## src/rtl/adc_ser_pkg.sv

```systemverilog
package adc_ser_pkg;

    localparam int WORD_W   = 32;
    localparam int CFG_W    = 16;
    localparam int LEN_W    = 5;
    localparam int FRAME_W  = 6;
    localparam int RX_W     = 16;
    localparam int MIN_BITS = 8;
    localparam int MAX_BITS = 16;

    typedef enum logic [1:0] {
        ST_IDLE  = 2'd0,
        ST_SYNC  = 2'd1,
        ST_SHIFT = 2'd2
    } ser_state_e;

    typedef struct packed {
        logic [CFG_W-1:0]   tx_word;   // left-aligned, first bit in MSB
        logic [LEN_W-1:0]   tx_len;    // number of configuration bits
        logic [FRAME_W-1:0] frame_len; // shift clocks after sync
    } xfer_cfg_t;

    function automatic logic [LEN_W-1:0] clamp_len(input logic [6:0] raw);
        logic [LEN_W-1:0] n;
        if (raw < 7'(MIN_BITS))      n = LEN_W'(MIN_BITS);
        else if (raw > 7'(MAX_BITS)) n = LEN_W'(MAX_BITS);
        else                         n = raw[LEN_W-1:0];
        return n;
    endfunction

    function automatic xfer_cfg_t decode_cfg(input logic [WORD_W-1:0] w,
                                             input logic ext);
        xfer_cfg_t c;
        logic [LEN_W-1:0] n;
        if (ext) begin
            n           = clamp_len(w[6:0]);
            c.tx_word   = w[31:16] << (LEN_W'(CFG_W) - n);
            c.tx_len    = n;
            c.frame_len = w[12:7];
        end else begin
            c.tx_word   = {w[7:0], 8'h00};
            c.tx_len    = LEN_W'(MIN_BITS);
            c.frame_len = {1'b0, w[12:8]};
        end
        return c;
    endfunction

endpackage

```

## src/rtl/adc_clk_div.sv

```systemverilog
module adc_clk_div #(
    parameter int DIV_W = 8
) (
    input  logic             clk,
    input  logic             rst,
    input  logic             run,
    input  logic [DIV_W-1:0] div,
    output logic             tick
);
    localparam logic [DIV_W-1:0] MIN_DIV = DIV_W'(2);

    logic [DIV_W-1:0] cnt;
    logic [DIV_W-1:0] eff_div;

    always_comb begin
        eff_div = (div < MIN_DIV) ? MIN_DIV : div;
        tick    = run && (cnt == eff_div - DIV_W'(1));
    end

    always_ff @(posedge clk) begin
        if (rst || !run || tick) cnt <= '0;
        else                     cnt <= cnt + DIV_W'(1);
    end
endmodule

```

## src/rtl/adc_frame_ctrl.sv

```systemverilog
module adc_frame_ctrl
    import adc_ser_pkg::*;
(
    input  logic               clk,
    input  logic               rst,
    input  logic               start,
    input  logic [FRAME_W-1:0] frame_len,
    input  logic               tick,
    input  logic               fall_sample,
    output ser_state_e         state,
    output logic               half_hi,
    output logic [FRAME_W-1:0] bit_idx,
    output logic               sample,
    output logic               done
);
    logic last_bit;

    always_comb begin
        last_bit = (bit_idx == frame_len - FRAME_W'(1));
        sample   = (state == ST_SHIFT) && tick && (half_hi == fall_sample);
        done     = tick && half_hi &&
                   (((state == ST_SYNC)  && (frame_len == '0)) ||
                    ((state == ST_SHIFT) && last_bit));
    end

    always_ff @(posedge clk) begin
        if (rst) begin
            state   <= ST_IDLE;
            half_hi <= 1'b0;
            bit_idx <= '0;
        end else begin
            case (state)
                ST_IDLE: begin
                    if (start) begin
                        state   <= ST_SYNC;
                        half_hi <= 1'b0;
                        bit_idx <= '0;
                    end
                end
                ST_SYNC: begin
                    if (tick) begin
                        half_hi <= !half_hi;
                        if (half_hi)
                            state <= (frame_len == '0) ? ST_IDLE : ST_SHIFT;
                    end
                end
                ST_SHIFT: begin
                    if (tick) begin
                        half_hi <= !half_hi;
                        if (half_hi) begin
                            if (last_bit) state <= ST_IDLE;
                            else          bit_idx <= bit_idx + FRAME_W'(1);
                        end
                    end
                end
                default: state <= ST_IDLE;
            endcase
        end
    end
endmodule

```

## src/rtl/adc_shift_path.sv

```systemverilog
module adc_shift_path
    import adc_ser_pkg::*;
(
    input  logic               clk,
    input  logic               rst,
    input  logic               start,
    input  logic               shifting,
    input  xfer_cfg_t          cfg,
    input  logic [FRAME_W-1:0] bit_idx,
    input  logic               sample,
    input  logic               sdi,
    output logic               sdo,
    output logic [RX_W-1:0]    rx_data
);
    logic [3:0] tx_sel;

    always_comb begin
        tx_sel = 4'(CFG_W - 1) - bit_idx[3:0];
        sdo    = shifting && (bit_idx < FRAME_W'(cfg.tx_len)) && cfg.tx_word[tx_sel];
    end

    always_ff @(posedge clk) begin
        if (rst || start) rx_data <= '0;
        else if (sample)  rx_data <= {rx_data[RX_W-2:0], sdi};
    end
endmodule

```

## src/rtl/adc_serial_master.sv

```systemverilog
module adc_serial_master
    import adc_ser_pkg::*;
#(
    parameter int DIV_W = 8
) (
    input  logic             clk,
    input  logic             rst,
    input  logic             wr_en,
    input  logic [31:0]      wr_data,
    input  logic             rd_en,
    output logic [31:0]      rd_data,
    input  logic             ext_mode,
    input  logic             fall_sample,
    input  logic [DIV_W-1:0] clk_div,
    output logic             sclk,
    output logic             sync,
    output logic             sdo,
    input  logic             sdi,
    output logic             busy,
    output logic             eot_irq
);
    ser_state_e         state;
    xfer_cfg_t          cfg;
    logic               start, tick, half_hi, sample, done, shifting;
    logic [FRAME_W-1:0] bit_idx;
    logic [RX_W-1:0]    rx_data;

    assign busy     = (state != ST_IDLE);
    assign start    = wr_en && !busy;
    assign shifting = (state == ST_SHIFT);
    assign sclk     = shifting && half_hi;
    assign sync     = (state == ST_SYNC);
    assign rd_data  = {{(WORD_W-RX_W){1'b0}}, rx_data};

    always_ff @(posedge clk) begin
        if (rst) begin
            cfg     <= '0;
            eot_irq <= 1'b0;
        end else begin
            if (start)      cfg <= decode_cfg(wr_data, ext_mode);
            if (done)       eot_irq <= 1'b1;
            else if (rd_en) eot_irq <= 1'b0;
        end
    end

    adc_clk_div #(.DIV_W(DIV_W)) u_div (
        .clk(clk), .rst(rst), .run(busy), .div(clk_div), .tick(tick)
    );

    adc_frame_ctrl u_ctrl (
        .clk(clk), .rst(rst), .start(start), .frame_len(cfg.frame_len),
        .tick(tick), .fall_sample(fall_sample), .state(state),
        .half_hi(half_hi), .bit_idx(bit_idx), .sample(sample), .done(done)
    );

    adc_shift_path u_path (
        .clk(clk), .rst(rst), .start(start), .shifting(shifting), .cfg(cfg),
        .bit_idx(bit_idx), .sample(sample), .sdi(sdi), .sdo(sdo),
        .rx_data(rx_data)
    );
endmodule


```

## config.mk

```make
export PLATFORM = sky130hd
export DESIGN_NAME = adc_serial_master
export DESIGN_NICKNAME = d
export VERILOG_FILES = /design/src/rtl/adc_ser_pkg.sv /design/src/rtl/adc_clk_div.sv /design/src/rtl/adc_frame_ctrl.sv /design/src/rtl/adc_shift_path.sv /design/src/rtl/adc_serial_master.sv
export SDC_FILE = /design/constraint.sdc
export NUM_CORES = 1
export LEC_CHECK = 0
export ABC_AREA = 0
export BUFFER_PORTS_ARGS = -buffer_cell sky130_fd_sc_hd__buf_2
export CAP_MARGIN = 25
export CORE_MARGIN = 4
export CORE_UTILIZATION = 50
export DETAILED_ROUTE_END_ITERATION = 10
export GPL_ROUTABILITY_DRIVEN = 0
export PLACE_DENSITY = 0.79
export SYNTH_ARGS = -nofsm -noshare
export SYNTH_HDL_FRONTEND = slang
export SYNTH_SLANG_ARGS = --single-unit
```

## constraint.sdc

```tcl
create_clock -name clk -period 3 [get_ports clk]
set_input_delay 0.3 -clock clk [delete_from_list [all_inputs] [get_ports clk]]
set_output_delay 0.3 -clock clk [all_outputs]
set_load 0.02 [all_outputs]
```

Word level (Yosys, flattened, before mapping)
Index checks and enable logic that the tools add are counted.
{"block": "op_classes", "add_sub_neg": 6, "magnitude_cmp": 5, "eq_ne": 13, "shift": 1, "muxes": 27, "reduce_logical": 27}
{"op": "27-bit two-way mux", "count": 1}
{"op": "5-bit two-way mux", "count": 5}
{"op": "6-bit two-way mux", "count": 4}
{"op": "16-bit by 5-bit left shift with 16-bit output", "count": 1}
{"op": "2-bit two-way mux", "count": 7}
{"op": "2-bit by 1-bit inequality test with 1-bit output, second input constant", "count": 7}
{"op": "6-bit one-hot mux with 2 select lines", "count": 1}
{"op": "1-bit logical AND", "count": 11}
{"op": "8-bit by 1-bit adder with 8-bit output, second input constant", "count": 1}
{"op": "8-bit == test", "count": 1}
{"op": "8-bit by 2-bit less-than comparator with 1-bit output, second input constant", "count": 1}
{"op": "8-bit two-way mux", "count": 1}
{"op": "2-bit nonzero test", "count": 4}
{"op": "8-bit by 1-bit subtractor with 8-bit output, second input constant", "count": 1}
{"op": "7-bit by 5-bit > comparator with 1-bit output, second input constant", "count": 1}
{"op": "7-bit by 4-bit less-than comparator with 1-bit output, second input constant", "count": 1}
{"op": "6-bit by 1-bit adder with 6-bit output, second input constant", "count": 1}
{"op": "6-bit == test", "count": 1}
{"op": "6-bit logical NOT", "count": 1}
{"op": "6-bit by 5-bit less-than comparator with 1-bit output", "count": 1}
{"op": "2-bit one-hot mux with 3 select lines", "count": 1}
{"op": "6-bit AND reduction", "count": 1}
{"op": "6-bit by 1-bit subtractor with 6-bit output, second input constant", "count": 1}
{"op": "4-bit by 5-bit less-than comparator with 1-bit output, second input constant", "count": 1}
{"op": "other kinds (15)", "count": 23}
{"block": "totals", "regBits": 61, "inputBits": 47, "output_inout_bits": 37, "wordCells": 88}

Longest topological paths before layout
Gate-level depths: netlist (run 1).
{"block": "logic_depth", "depth_word": 9, "ltp_mapped": 14, "mapped_depth_nobuf": 11}

Hierarchy
Synthesis (run 1) repeated with hierarchy kept, for this count alone.
{"block": "hier_totals", "hier_cells": 514, "hier_area_um2": 4425.5}
{"mod": "adc_serial_master", "n_inst": 1, "cells_per_inst": 259, "area_each_um2": 2139.6, "seq_area_each_um2": 560.5}
{"mod": "adc_shift_path", "n_inst": 1, "cells_per_inst": 75, "area_each_um2": 813.3, "seq_area_each_um2": 320.3}
{"mod": "adc_frame_ctrl", "n_inst": 1, "cells_per_inst": 90, "area_each_um2": 755.7, "seq_area_each_um2": 180.2}
{"mod": "adc_clk_div", "n_inst": 1, "cells_per_inst": 90, "area_each_um2": 716.9, "seq_area_each_um2": 160.2}

Worst setup path after synthesis (run 1)
Ideal clock, no wire load.
{"block": "synth_timing", "path_type": "input port to flip-flop", "from": "input wr_data[6]", "to": "register, netlist name cfg[19]", "setup_time_ns": 0.131, "arrival_time_ns": 3.095, "required_time_ns": 2.869, "path_slack_ns": -0.226, "path_stages": 11, "n_path_buf": 4, "cell_sequence": "nor3_1 nand3_1 buf_2 buf_2 ha_1 buf_1 buf_1 nor2_1 mux2_2 a221oi_1 nor3_1"}
{"block": "synth_between", "elab_chain_cells": 9, "elab_cells_between_ends": 10, "cone_classes": "add/sub: 1; order compare: 2; shift: 1; mux: 6"}
{"element": "from (decl)", "line": "adc_serial_master.sv:9", "source": "input logic [31:0] wr_data,"}
{"element": "7-bit by 5-bit > comparator with 1-bit output", "line": "adc_ser_pkg.sv:26", "source": "else if (raw > 7'(MAX_BITS)) n = LEN_W'(MAX_BITS);"}
{"element": "5-bit two-way mux", "line": "adc_ser_pkg.sv:26"}
{"element": "5-bit two-way mux *", "line": "adc_ser_pkg.sv:25", "source": "if (raw < 7'(MIN_BITS)) n = LEN_W'(MIN_BITS);"}
{"element": "5-bit two-way mux *", "line": "adc_ser_pkg.sv:35", "source": "if (ext) begin"}
{"element": "5-bit two-way mux *", "line": "adc_serial_master.sv:40", "source": "if (start) cfg <= decode_cfg(wr_data, ext_mode);"}
{"element": "5-bit two-way mux *", "line": "adc_serial_master.sv:36", "source": "if (rst) begin"}
{"element": "5-bit subtractor *", "line": "adc_ser_pkg.sv:37", "source": "c.tx_word = w[31:16] << (LEN_W'(CFG_W) - n);"}
{"element": "16-bit by 5-bit left shift with 16-bit output *", "line": "adc_ser_pkg.sv:37"}
{"element": "27-bit two-way mux *", "line": "adc_ser_pkg.sv:35"}
Every way passes the cells marked *; elsewhere a longest branch is shown, timed or not. The select of a mux whose other input is x is not followed.
A chain may end at the register's enable or synchronous reset.

Final worst setup path (run 1)
{"block": "layout_timing", "from": "input clk_div[2]", "to": "register u_ctrl.state[1]"}
{"block": "layout_between", "elab_chain_cells": 7, "elab_cells_between_ends": 8, "cone_classes": "add/sub: 1; order compare: 1; eq/ne: 3; mux: 1; reduce/logical: 2"}
{"element": "from (decl)", "line": "adc_serial_master.sv:14", "source": "input logic [DIV_W-1:0] clk_div,"}
{"element": "8-bit by 2-bit less-than comparator with 1-bit output", "line": "adc_clk_div.sv:16", "source": "eff_div = (div < MIN_DIV) ? MIN_DIV : div;"}
{"element": "8-bit two-way mux *", "line": "adc_clk_div.sv:16"}
{"element": "8-bit by 1-bit subtractor with 8-bit output *", "line": "adc_clk_div.sv:17", "source": "tick = run && (cnt == eff_div - DIV_W'(1));"}
{"element": "8-bit == test *", "line": "adc_clk_div.sv:17"}
{"element": "1-bit logical AND *", "line": "adc_clk_div.sv:17"}
{"element": "2-bit by 1-bit inequality test with 1-bit output (no line)"}
{"element": "6-bit AND reduction (no line) *"}
{"element": "to (signal assigned)", "line": "adc_frame_ctrl.sv:44", "source": "state <= (frame_len == '0) ? ST_IDLE : ST_SHIFT;"}
{"element": "to (decl)", "line": "adc_frame_ctrl.sv:10", "source": "output ser_state_e state,"}
Every way passes the cells marked *; elsewhere a longest branch is shown, timed or not.

==> impl_metrics.json, run 1 <==
{
  "outcome": "finished, final reports clean",
  "wl_met2_um": 4560,
  "synth_flop_cell": "dfxtp_1",
  "clock_sinks": 61,
  "io_pins": 84,
  "die_w_um": 96.5,
  "yosys_warnings": 0,
  "wirelength_um": 9330,
  "ys_seq_area_share_pct": 31.2,
  "fin_tns_setup_ns": 0,
  "clk_latency_ns": 0.34,
  "antenna_left": 0,
  "cap_violations": 0,
  "p_sw_share_pct": 30.6,
  "multi_input_area_mm2": 0.00256,
  "fmax_mhz": 341,
  "worstMarginPinSlew_ns": 0.628,
  "hold_class": "in -> reg",
  "cts_root_buffer": "clkbuf_8",
  "grt_pass1_wl_um": 14600,
  "drc": 0,
  "hold_viol": 0,
  "crit_buf_inv": 2,
  "critPathKind": "in -> reg",
  "skew_ns": 0.00544,
  "synthTopCellsByArea": "dfxtp_1 31%, mux2i_1 14%, nor2_1 4.8%",
  "clk_pin_slew_ns": 0.07,
  "die_area_mm2": 0.00931,
  "period_needed_ns": 2.94,
  "synthArstFlopShare_pct": 0,
  "place_area_mm2": 0.00440,
  "route.vias.total": 3476,
  "power_frac_seq_pct": 40.0,
  "overflow": 0,
  "ys_seq_elements": 61,
  "cts.htree.levels": 3,
  "critical_path.max_stage_delay_ns": 0.51,
  "wl_met3_um": 554,
  "antenna_found_initial": 0,
  "chipHeight_um": 96.5,
  "grt_max_degree": 35,
  "wl_met1_um": 4120,
  "start_util_pct": 50.9,
  "design_area_mm2": 0.00470,
  "wl_per_cell_um": 14.9,
  "synth_edf_count": 0,
  "areaGrowthSynthToFinish_pct": 20.0,
  "synth_top_area_share_pct": 31.2,
  "crit_chain": "buf_2, or3_4, nor4_4, nor2_2, ha_2, buf_4, xor3_1, nor3_2, o211ai_1, nor4b_2, o2111ai_2, or4b_4, o31ai_2",
  "critPathMaxFanout": 3,
  "highest_layer": "met4",
  "peakVddDrop_v": 0.000385,
  "power_per_cell_area_mw_per_mm2": 479,
  "power_frac_comb_pct": 23.7,
  "syn-cell-area_mm2": 0.00392,
  "rows": 32,
  "drt_pass1_iterations": 5,
  "critPathTopFamily": "simple AND/OR/NAND/NOR gates",
  "slowest_stage": "or4b_4",
  "cts_buffers": 9,
  "cts_tree": "built",
  "power.leakage_nw": 2.11,
  "end_kind": "register",
  "synth_largest_area_cell": "dfxtp_1",
  "clockBufferDepth": 2,
  "p_clk_share_pct": 36.3,
  "first_global_vias": 3231,
  "cp_data_arrival_time_ns": 3.19,
  "dr.first_iter.drc_count": 194,
  "drt-vias-per-instance": 5.54,
  "cp-start-kind": "input pin",
  "slew_violations": 0,
  "drive_above_1_share_pct": 25.9,
  "synth.distinct_cells": 51,
  "hpwl_um": 6820,
  "nFillCells": 671,
  "slew_headroom_pct": 58.1,
  "ff_latch_area_mm2": 0.00122,
  "switchingPower_uw": 690,
  "nets": 579,
  "antenna_cells": 0,
  "port_buffers": 64,
  "grt.total_usage_pct": 19.8,
  "core_area_mm2": 0.00769,
  "synth.avg_cell_area_um2": 8.80,
  "p_int_mw": 1.56,
  "worstPathRequired_ns": 3.26,
  "synth_cells": 445,
  "fin_crit_sh_pct": 97.8,
  "setup_violations": 0
}
## power by group through the flow
stage                     registers, mW  clock network (mW)  logic, mW
after floorplan                   0.905                   0      0.387
after global placement            0.915                   0      0.493
after detailed placement          0.917                   0      0.513
after CTS                         0.899               0.827      0.517
after global routing              0.907               0.861      0.588
final                             0.901               0.817      0.534
## final timing paths
| path | startpoint | endpoint | slack [ns] | cells after the start |
|---|---|---|---|---|
| min reg2reg | cfg[16] | cfg[16] | 0.45 | 2 |
| max reg2reg | cfg[0] | u_ctrl.state[1] | 0.40 | 9 |
| max | clk_div[2] | u_ctrl.state[1] | 0.06 | 13 |
| min | sdi | u_path.rx_data[0] | 0.20 | 3 |
## cells in the final DEF (no fill, tap or decap), drive strengths merged, types with 4 or more instances in the layout
cell type,instances
ha,12
and3,8
dfxtp,61
nor2,50
or3,5
nand2,23
buf,87
nor3,12
mux4,6
a221oi,4
xor2,13
a31oi,8
o22a,4
nor3b,5
mux2,4
nand2b,9
nand3,15
clkbuf,10
conb,16
mux2i,56
a211oi,7
a22o,5
xnor2,11
o21ai,21
inv,17
o211ai,4
nor4,6
a21oi,16
## state kept, by name, indices dropped and copies added, names as in the netlist
signal and count:
u_ctrl.half_hi 1, u_ctrl.state 2, u_div.cnt 8, eot_irq 1
cfg 27, u_ctrl.bit_idx 6, u_path.rx_data 16
## cells in the mapped netlist, types with 2 or more instances
library cell / instances
dfxtp_1: 61
mux2i_1: 56
nor2_1: 50
nand2_1: 23
o21ai_0: 19
buf_4: 17
inv_1: 17
a21oi_1: 16
nand3_1: 15
xor2_1: 13
clkbuf_1: 12
ha_1: 12
nor3_1: 12
xnor2_1: 11
nand2b_1: 9
a31oi_1: 8
and3_1: 8
a211oi_1: 7
mux4_2: 6
nor4_1: 6
a22o_1: 5
buf_2: 5
nor3b_1: 5
or3_1: 5
a221oi_1: 4
buf_1: 4
mux2_2: 4
o22a_1: 4
and2_1: 3
o211ai_1: 3
a21bo_2: 2
o21ai_1: 2
o31ai_1: 2
or4_1: 2
## stage by stage
step | util, % | hold slack, ns | worst slack [ns] | cells | power, mW
final | 61.1 | 0.202 | 0.0647 | 627 | 2.25
after floorplan | - | 0.420 | 0.00107 | 460 | 1.29
after global placement | 57.2 | 0.438 | -0.154 | 609 | 1.41
after CTS | 60.2 | 0.199 | 0.0239 | 625 | 2.24
after global routing | 61.1 | 0.213 | -0.0293 | 627 | 2.36
after detailed placement | 57.2 | 0.441 | -0.320 | 609 | 1.43
## metal layers
metal | vias to the layer above | global-route usage, %
li1 | 1719 | -
met1 | 1641 | 25.0
met2 | 103 | 33.4
met3 | 13 | 5.03
met4 | 0 | 5.49
met5 | - | 0
## worst reg2reg max path: cells and delay by family, from the launching register on
family / cells / cell delay, ns
buffers and inverters: 1 / 0.07
AND/OR/NAND/NOR: 4 / 1.16
flip-flops: 1 / 0.35
adder cells (fa/ha/maj): 1 / 0.20
AO/OA/AOI/OAI: 3 / 0.74
## kinds of logic (layout without fill, tap and decap cells)
family	Yosys count	count (layout)	synth area share [%]
XOR/XNOR	25	25	5.98
AO/OA/AOI/OAI	79	79	14.0
buffers and inverters	55	120	7.06
other	1	16	0.0958
adder cells (fa/ha/maj)	12	12	3.83
multiplexers	66	66	18.9
flip-flops	61	61	31.2
AND/OR/NAND/NOR	146	146	18.9
## final cells by class
| class | instances | area share, % |
|---|---|---|
| inverters | 17 | 1.36 |
| clock buffers | 10 | 2.93 |
| well taps | 102 | 2.72 |
| repair buffers | 87 | 10.8 |
| multi-input cells | 344 | 54.4 |
| flip-flops and latches | 61 | 26.0 |
| clock inverters | 6 | 1.84 |
## timing repair
item,in CTS,in global routing
endpoints found under the setup margin,1,23
gates resized for setup,1,11
hold buffers,0,0
setup buffers,0,2
pin swaps,0,10
No activity file was read; power rests on OpenSTA's default activity.
==> run 2, diff against run 1 <==
Settings changed: CORE_UTILIZATION 50 to 51, SYNTH_HIERARCHICAL set to 1.
==> impl_metrics.json, run 2 <==
{
  "outcome": "finished, violations left",
  "failed_checks": "setup timing",
  "die_w_um": 101,
  "cts.htree.levels": 3,
  "place_area_mm2": 0.00489,
  "synth_most_common_cell": "dfxtp_1",
  "clk_pin_slew_ns": 0.08,
  "stdcell_count": 714,
  "peakVddDrop_v": 0.000285,
  "drc": 0,
  "start_util_pct": 53.1,
  "areaGrowthSynthToFinish_pct": 19.8,
  "synth_common_cells": "61 x dfxtp_1, 45 x nor2_1, 40 x nand2_1",
  "synth.distinct_cells": 78,
  "placed_cells": 684,
  "cp_data_arrival_time_ns": 3.39,
  "r2r-end": "u_ctrl/bit_idx[0]",
  "synth_cells": 514,
  "period_needed_ns": 3.14,
  "largest_register_ffs": 27,
  "grt_max_degree": 38,
  "ys_seq_area_share_pct": 27.6,
  "r2r_setup_slack_ns": 0.44,
  "wirelength_um": 11700,
  "synthTopCellsByArea": "dfxtp_1 28%, mux2i_1 6.6%, mux4_1 4.2%",
  "yosys_warnings": 6,
  "dr.first_iter.drc_count": 230,
  "overflow": 0,
  "drive_above_1_share_pct": 27.3,
  "largestRegisters": "cfg: 27 flops, u_path/rx_data: 16 flops, u_div/cnt: 8 flops",
  "wl_per_cell_um": 16.4,
  "nets": 663,
  "ys_seq_elements": 61,
  "cap_violations": 0,
  "antenna_cells": 0,
  "synthArstFlopShare_pct": 0,
  "die_area_mm2": 0.0102,
  "rows": 33,
  "grt.total_usage_pct": 22.9,
  "synth_top_area_share_pct": 27.6,
  "fmax_mhz": 319,
  "min_delay_path_depth": 3,
  "min_from": "sdi",
  "cp-start-kind": "input pin",
  "setup_violations": 18,
  "pre_cts_ws_ns": -0.342,
  "slew_headroom_pct": 52.4,
  "power_per_cell_area_mw_per_mm2": 490,
  "core_area_mm2": 0.00834,
  "nFillCells": 692,
  "hold_ws_ns": 0.191,
  "fin_crit_sh_pct": 105,
  "antenna_found_initial": 0,
  "reg2reg_from": "cfg[0]",
  "critPathKind": "in -> reg",
  "first_global_vias": 4079,
  "hold_viol": 0,
  "synth.avg_cell_area_um2": 8.61,
  "fin_ws_ns": -0.137,
  "hold_class": "in -> reg",
  "design_area_mm2": 0.00530,
  "cts_root_buffer": "clkbuf_8",
  "drt-vias-per-instance": 5.91,
  "antenna_left": 0,
  "hold_buffers": 0,
  "worstMarginPinSlew_ns": 0.714,
  "critPathMaxFanout": 4,
  "clockBufferDepth": 2,
  "cts_buffers": 9,
  "skew_ns": 0.00927,
  "clock_sinks": 61,
  "route.vias.total": 4221,
  "chipHeight_um": 101,
  "power.leakage_nw": 2.17,
  "final_cell_mix": "62 x buf_2, 61 x dfxtp_1, 44 x nor2_1, 40 x buf_4, 39 x nand2_1",
  "final_common_cell": "buf_2",
  "worst_hold_path.endpoint": "u_path/rx_data[0]",
  "cts_tree": "built",
  "grt_pass1_wl_um": 19200,
  "port_buffers": 64,
  "r2r_cells": 8,
  "synth_flop_cell": "dfxtp_1",
  "worstPathRequired_ns": 3.26,
  "end_kind": "register",
  "drt_pass1_iterations": 5,
  "slew_violations": 0,
  "clk_latency_ns": 0.34,
  "registers.top_by_ff_count": "cfg",
  "syn-cell-area_mm2": 0.00443,
  "synth_edf_count": 0,
  "rsz0062_at_grt": "yes",
  "synth_largest_area_cell": "dfxtp_1",
  "io_pins": 84,
  "hpwl_um": 8350,
  "finish.utilization_pct": 63.6
}
## run 2: changes by cell type after synthesis, moves of 5 or more
cell | before | now
a22oi_1 | 0 | 5
a211oi_1 | 7 | 12
mux2i_1 | 56 | 29
a311oi_1 | 0 | 6
nor4_1 | 6 | 1
nand3_1 | 15 | 24
mux4_1 | 0 | 7
nor2b_1 | 1 | 11
a21oi_1 | 16 | 33
nand2_1 | 23 | 40
nor2_1 | 50 | 45
xor2_1 | 13 | 8
## run 2: worst max-delay path by stage
stage	endpoint	depth (start not counted)	startpoint
after floorplan	u_path/rx_data[10]	13	clk_div[7]
after CTS	u_ctrl/bit_idx[3]	14	clk_div[7]
after global routing	u_ctrl/state[1]	13	clk_div[5]
after detailed placement	u_ctrl/bit_idx[4]	14	clk_div[7]
final	u_ctrl/bit_idx[4]	13	clk_div[5]
after global placement	u_ctrl/state[0]	13	clk_div[7]
## run 2: worst max-delay path, cell delays in order
cell and delay [ns]:
buf_6 0.09, or4_4 0.56, o41ai_4 0.23, ha_2 0.27, nor3b_4 0.30, buf_4 0.16
nand4b_1 0.18, a22oi_4 0.26, and2_4 0.20, nand3_4 0.08, buf_4 0.16, or3_4 0.36
o31ai_2 0.24
## run 2: logic make-up (layout without fill, tap and decap cells)
family          after synthesis  after routing  share of synthesized area (%)
fa+ha+maj                    12             12                           3.39
flops                        61             61                           27.6
mux                          43             43                           14.1
simple gates                185            185                           21.7
buf+inv                      63            143                           8.51
other cells                   1             16                         0.0847
xor+xnor                     20             20                           4.13
compound gates              129            129                           20.6
## run 2: through the flow
stage	TNS, ns	power (mW)
after floorplan	-1.58	1.57
after global placement	-3.00	1.72
after detailed placement	-6.77	1.75
after CTS	0	2.57
after global routing	-1.94	2.74
final	-0.767	2.60
## run 2: layout make-up
class                           count  area (µm²)  area share [%]
Multi-Input combinational cell    405        2990            56.5
Clock buffer                        9         124            2.34
Timing Repair Buffer              105         653            12.3
Clock inverter                      7        97.6            1.84
Sequential cell                    61        1220            23.0
Inverter                           22        82.6            1.56
Tap cell                          105         131            2.48
## run 2: metal layers
metal  GRT usage (%)  vias up  wire (µm)
met5               0        -          0
met1            29.0     2002       4900
met2            38.2      147       5810
met3            3.65       34        627
met4            10.7        0        341
li1                -     2038          -
## run 2: timing repair
item,CTS,global route
resized for setup,0,12
endpoints found under the setup margin,0,21
setup buffers,0,14
## run 2: where the power goes
part / switching (mW) / total (mW) / internal [mW]
sequential: 0.0703 / 0.949 / 0.879
combinational: 0.496 / 0.826 / 0.330
clock: 0.353 / 0.823 / 0.470
total: 0.919 / 2.60 / 1.68
==> run 3, diff against run 2 <==
Settings changed: CORE_UTILIZATION 51 to 55, PLACE_DENSITY 0.79 to 0.81.
Clock period 3 ns to 3.35 ns, I/O delays scaled along.
==> impl_metrics.json, run 3 (same netlist as run 2, synthesis figures left out) <==
{
  "cp_data_arrival_time_ns": 3.26,
  "outcome": "finished, final reports clean",
  "clk_pin_slew_ns": 0.07,
  "dr.first_iter.drc_count": 266,
  "core_area_mm2": 0.00777,
  "hold_buffers": 0,
  "worstPathRequired_ns": 3.56,
  "critPathKind": "in -> reg",
  "grt_pass1_wl_um": 18500,
  "largest_register_ffs": 27,
  "reg2reg_from": "cfg[0]",
  "cp-start-kind": "input pin",
  "wirelength_um": 10800,
  "die_area_mm2": 0.00955,
  "worst_hold_path.endpoint": "u_path/rx_data[0]",
  "worstMarginPinSlew_ns": 0.775,
  "slowest_stage": "or4_4",
  "nFillCells": 692,
  "nets": 642,
  "chipHeight_um": 97.7,
  "power.leakage_nw": 2.04,
  "r2r_cells": 8,
  "cts_buffers": 9,
  "registers.top_by_ff_count": "cfg",
  "largestRegisters": "cfg: 27 flops, u_path/rx_data: 16 flops, u_div/cnt: 8 flops",
  "clock_sinks": 61,
  "multi_input_area_mm2": 0.00291,
  "cap_violations": 0,
  "first_global_vias": 3955,
  "cts_root_buffer": "clkbuf_8",
  "overflow": 0,
  "slew_violations": 0,
  "clockBufferDepth": 2,
  "period_needed_ns": 3.05,
  "fin_ws_ns": 0.298,
  "clk_latency_ns": 0.34,
  "drc": 0,
  "slew_headroom_pct": 47.9,
  "io_pins": 84,
  "drt_pass1_iterations": 5,
  "port_buffers": 64,
  "power_per_cell_area_mw_per_mm2": 440,
  "hold_class": "in -> reg",
  "rows": 32,
  "grt.total_usage_pct": 23.3,
  "final_common_cell": "buf_2",
  "critical_path.max_stage_delay_ns": 0.55,
  "fmax_mhz": 328,
  "cts_tree": "built",
  "cts_setup_buffers": 0,
  "die_w_um": 97.7,
  "pre_cts_ws_ns": -0.0850,
  "fin_tns_setup_ns": 0,
  "areaGrowthSynthToFinish_pct": 13.6,
  "wl_per_cell_um": 15.7,
  "min_delay_path_depth": 3,
  "fin_crit_sh_pct": 91.1,
  "peakVddDrop_v": 0.000215,
  "min_from": "sdi",
  "crit_buf_inv": 2,
  "cts.htree.levels": 3,
  "drive_above_1_share_pct": 23.0,
  "antenna_found_initial": 0,
  "setup_violations": 0,
  "drt-vias-per-instance": 5.92,
  "r2r-end": "u_ctrl/bit_idx[0]",
  "r2r_setup_slack_ns": 0.90,
  "route.vias.total": 4083,
  "hold_viol": 0,
  "start_util_pct": 57.0,
  "critPathTopFamily": "compound AO/OA/AOI/OAI gates",
  "hpwl_um": 8020,
  "final_cell_mix": "64 x buf_2, 61 x dfxtp_1, 45 x nor2_1, 40 x nand2_1, 33 x a21oi_1",
  "skew_ns": 0.0116,
  "antenna_cells": 0,
  "end_kind": "register",
  "critPathMaxFanout": 4,
  "ff_latch_area_mm2": 0.00122,
  "grt_max_degree": 38,
  "crit_chain": "buf_2, or4_4, o41ai_2, ha_1, buf_4, xor2_1, xnor2_1, o2111ai_1, a211oi_2, and2_4, nand3_1, o41a_1, mux2i_1, nor2_1",
  "antenna_left": 0
}
[run 3: report_power, final]
part	internal, mW	leakage (nW)	switching (mW)	total [mW]
sequential	0.787	0.495	0.0631	0.850
combinational	0.283	1.44	0.422	0.706
clock	0.347	0.104	0.308	0.655
[run 3: worst max path at each step]
| stage | startpoint | depth (start not counted) | slack (ns) | to |
|---|---|---|---|---|
| detailed placement | clk_div[7] | 14 | -0.09 | u_ctrl/state[0] |
| global placement | clk_div[7] | 14 | 0.02 | u_ctrl/state[0] |
| global route | clk_div[7] | 15 | -0.06 | u_ctrl/bit_idx[3] |
| finish | clk_div[7] | 14 | 0.30 | u_ctrl/state[0] |
| floorplan | clk_div[7] | 13 | 0.03 | u_path/rx_data[10] |
| CTS | clk_div[7] | 14 | 0.25 | u_ctrl/state[0] |
[run 3: routing by layer]
metal	global-route usage, %	vias to the layer above	share of wire, %
li1	-	1994	-
met1	27.3	1894	40
met2	40.7	158	50
met3	4.59	37	6.8
met4	11.0	0	3.4
met5	0	-	0
[run 3: what timing repair did]
item                                    4_1_cts  5_1_grt
resized for setup                             0        3
endpoints found under the setup margin        0        7
hold endpoints to repair                      0        0
[run 3: area by class of cell]
type | instances | area share [%]
clock inverter | 7 | 1.49
timing repair buffer | 84 | 9.61
sequential | 61 | 24.3
inverter | 22 | 1.64
clock buffer | 9 | 2.46
multi-input combinational | 405 | 58.0
tap | 102 | 2.54
[run 3: metrics by stage]
stage	cell area, µm²	utilization (%)	cells	total power, mW	hold slack (ns)
2_1_floorplan	4500	-	529	1.40	0.407
3_3_place_gp	4810	62.0	674	1.52	0.436
3_5_place_dp	4810	62.0	674	1.55	0.455
4_1_cts	5010	64.5	690	2.21	0.225
5_1_grt	5030	64.7	690	2.34	0.253
6_report	5030	64.7	690	2.21	0.233
[run 3: worst reg2reg max path, stage by stage (launching register included)]
cell and delay [ns]:
dfxtp_1 0.39, inv_1 0.08, ha_1 0.27, nor2b_1 0.15, or3_1 0.34, a31o_1 0.28, nor3_2 0.41, nor3_1 0.14
mux2_2 0.28
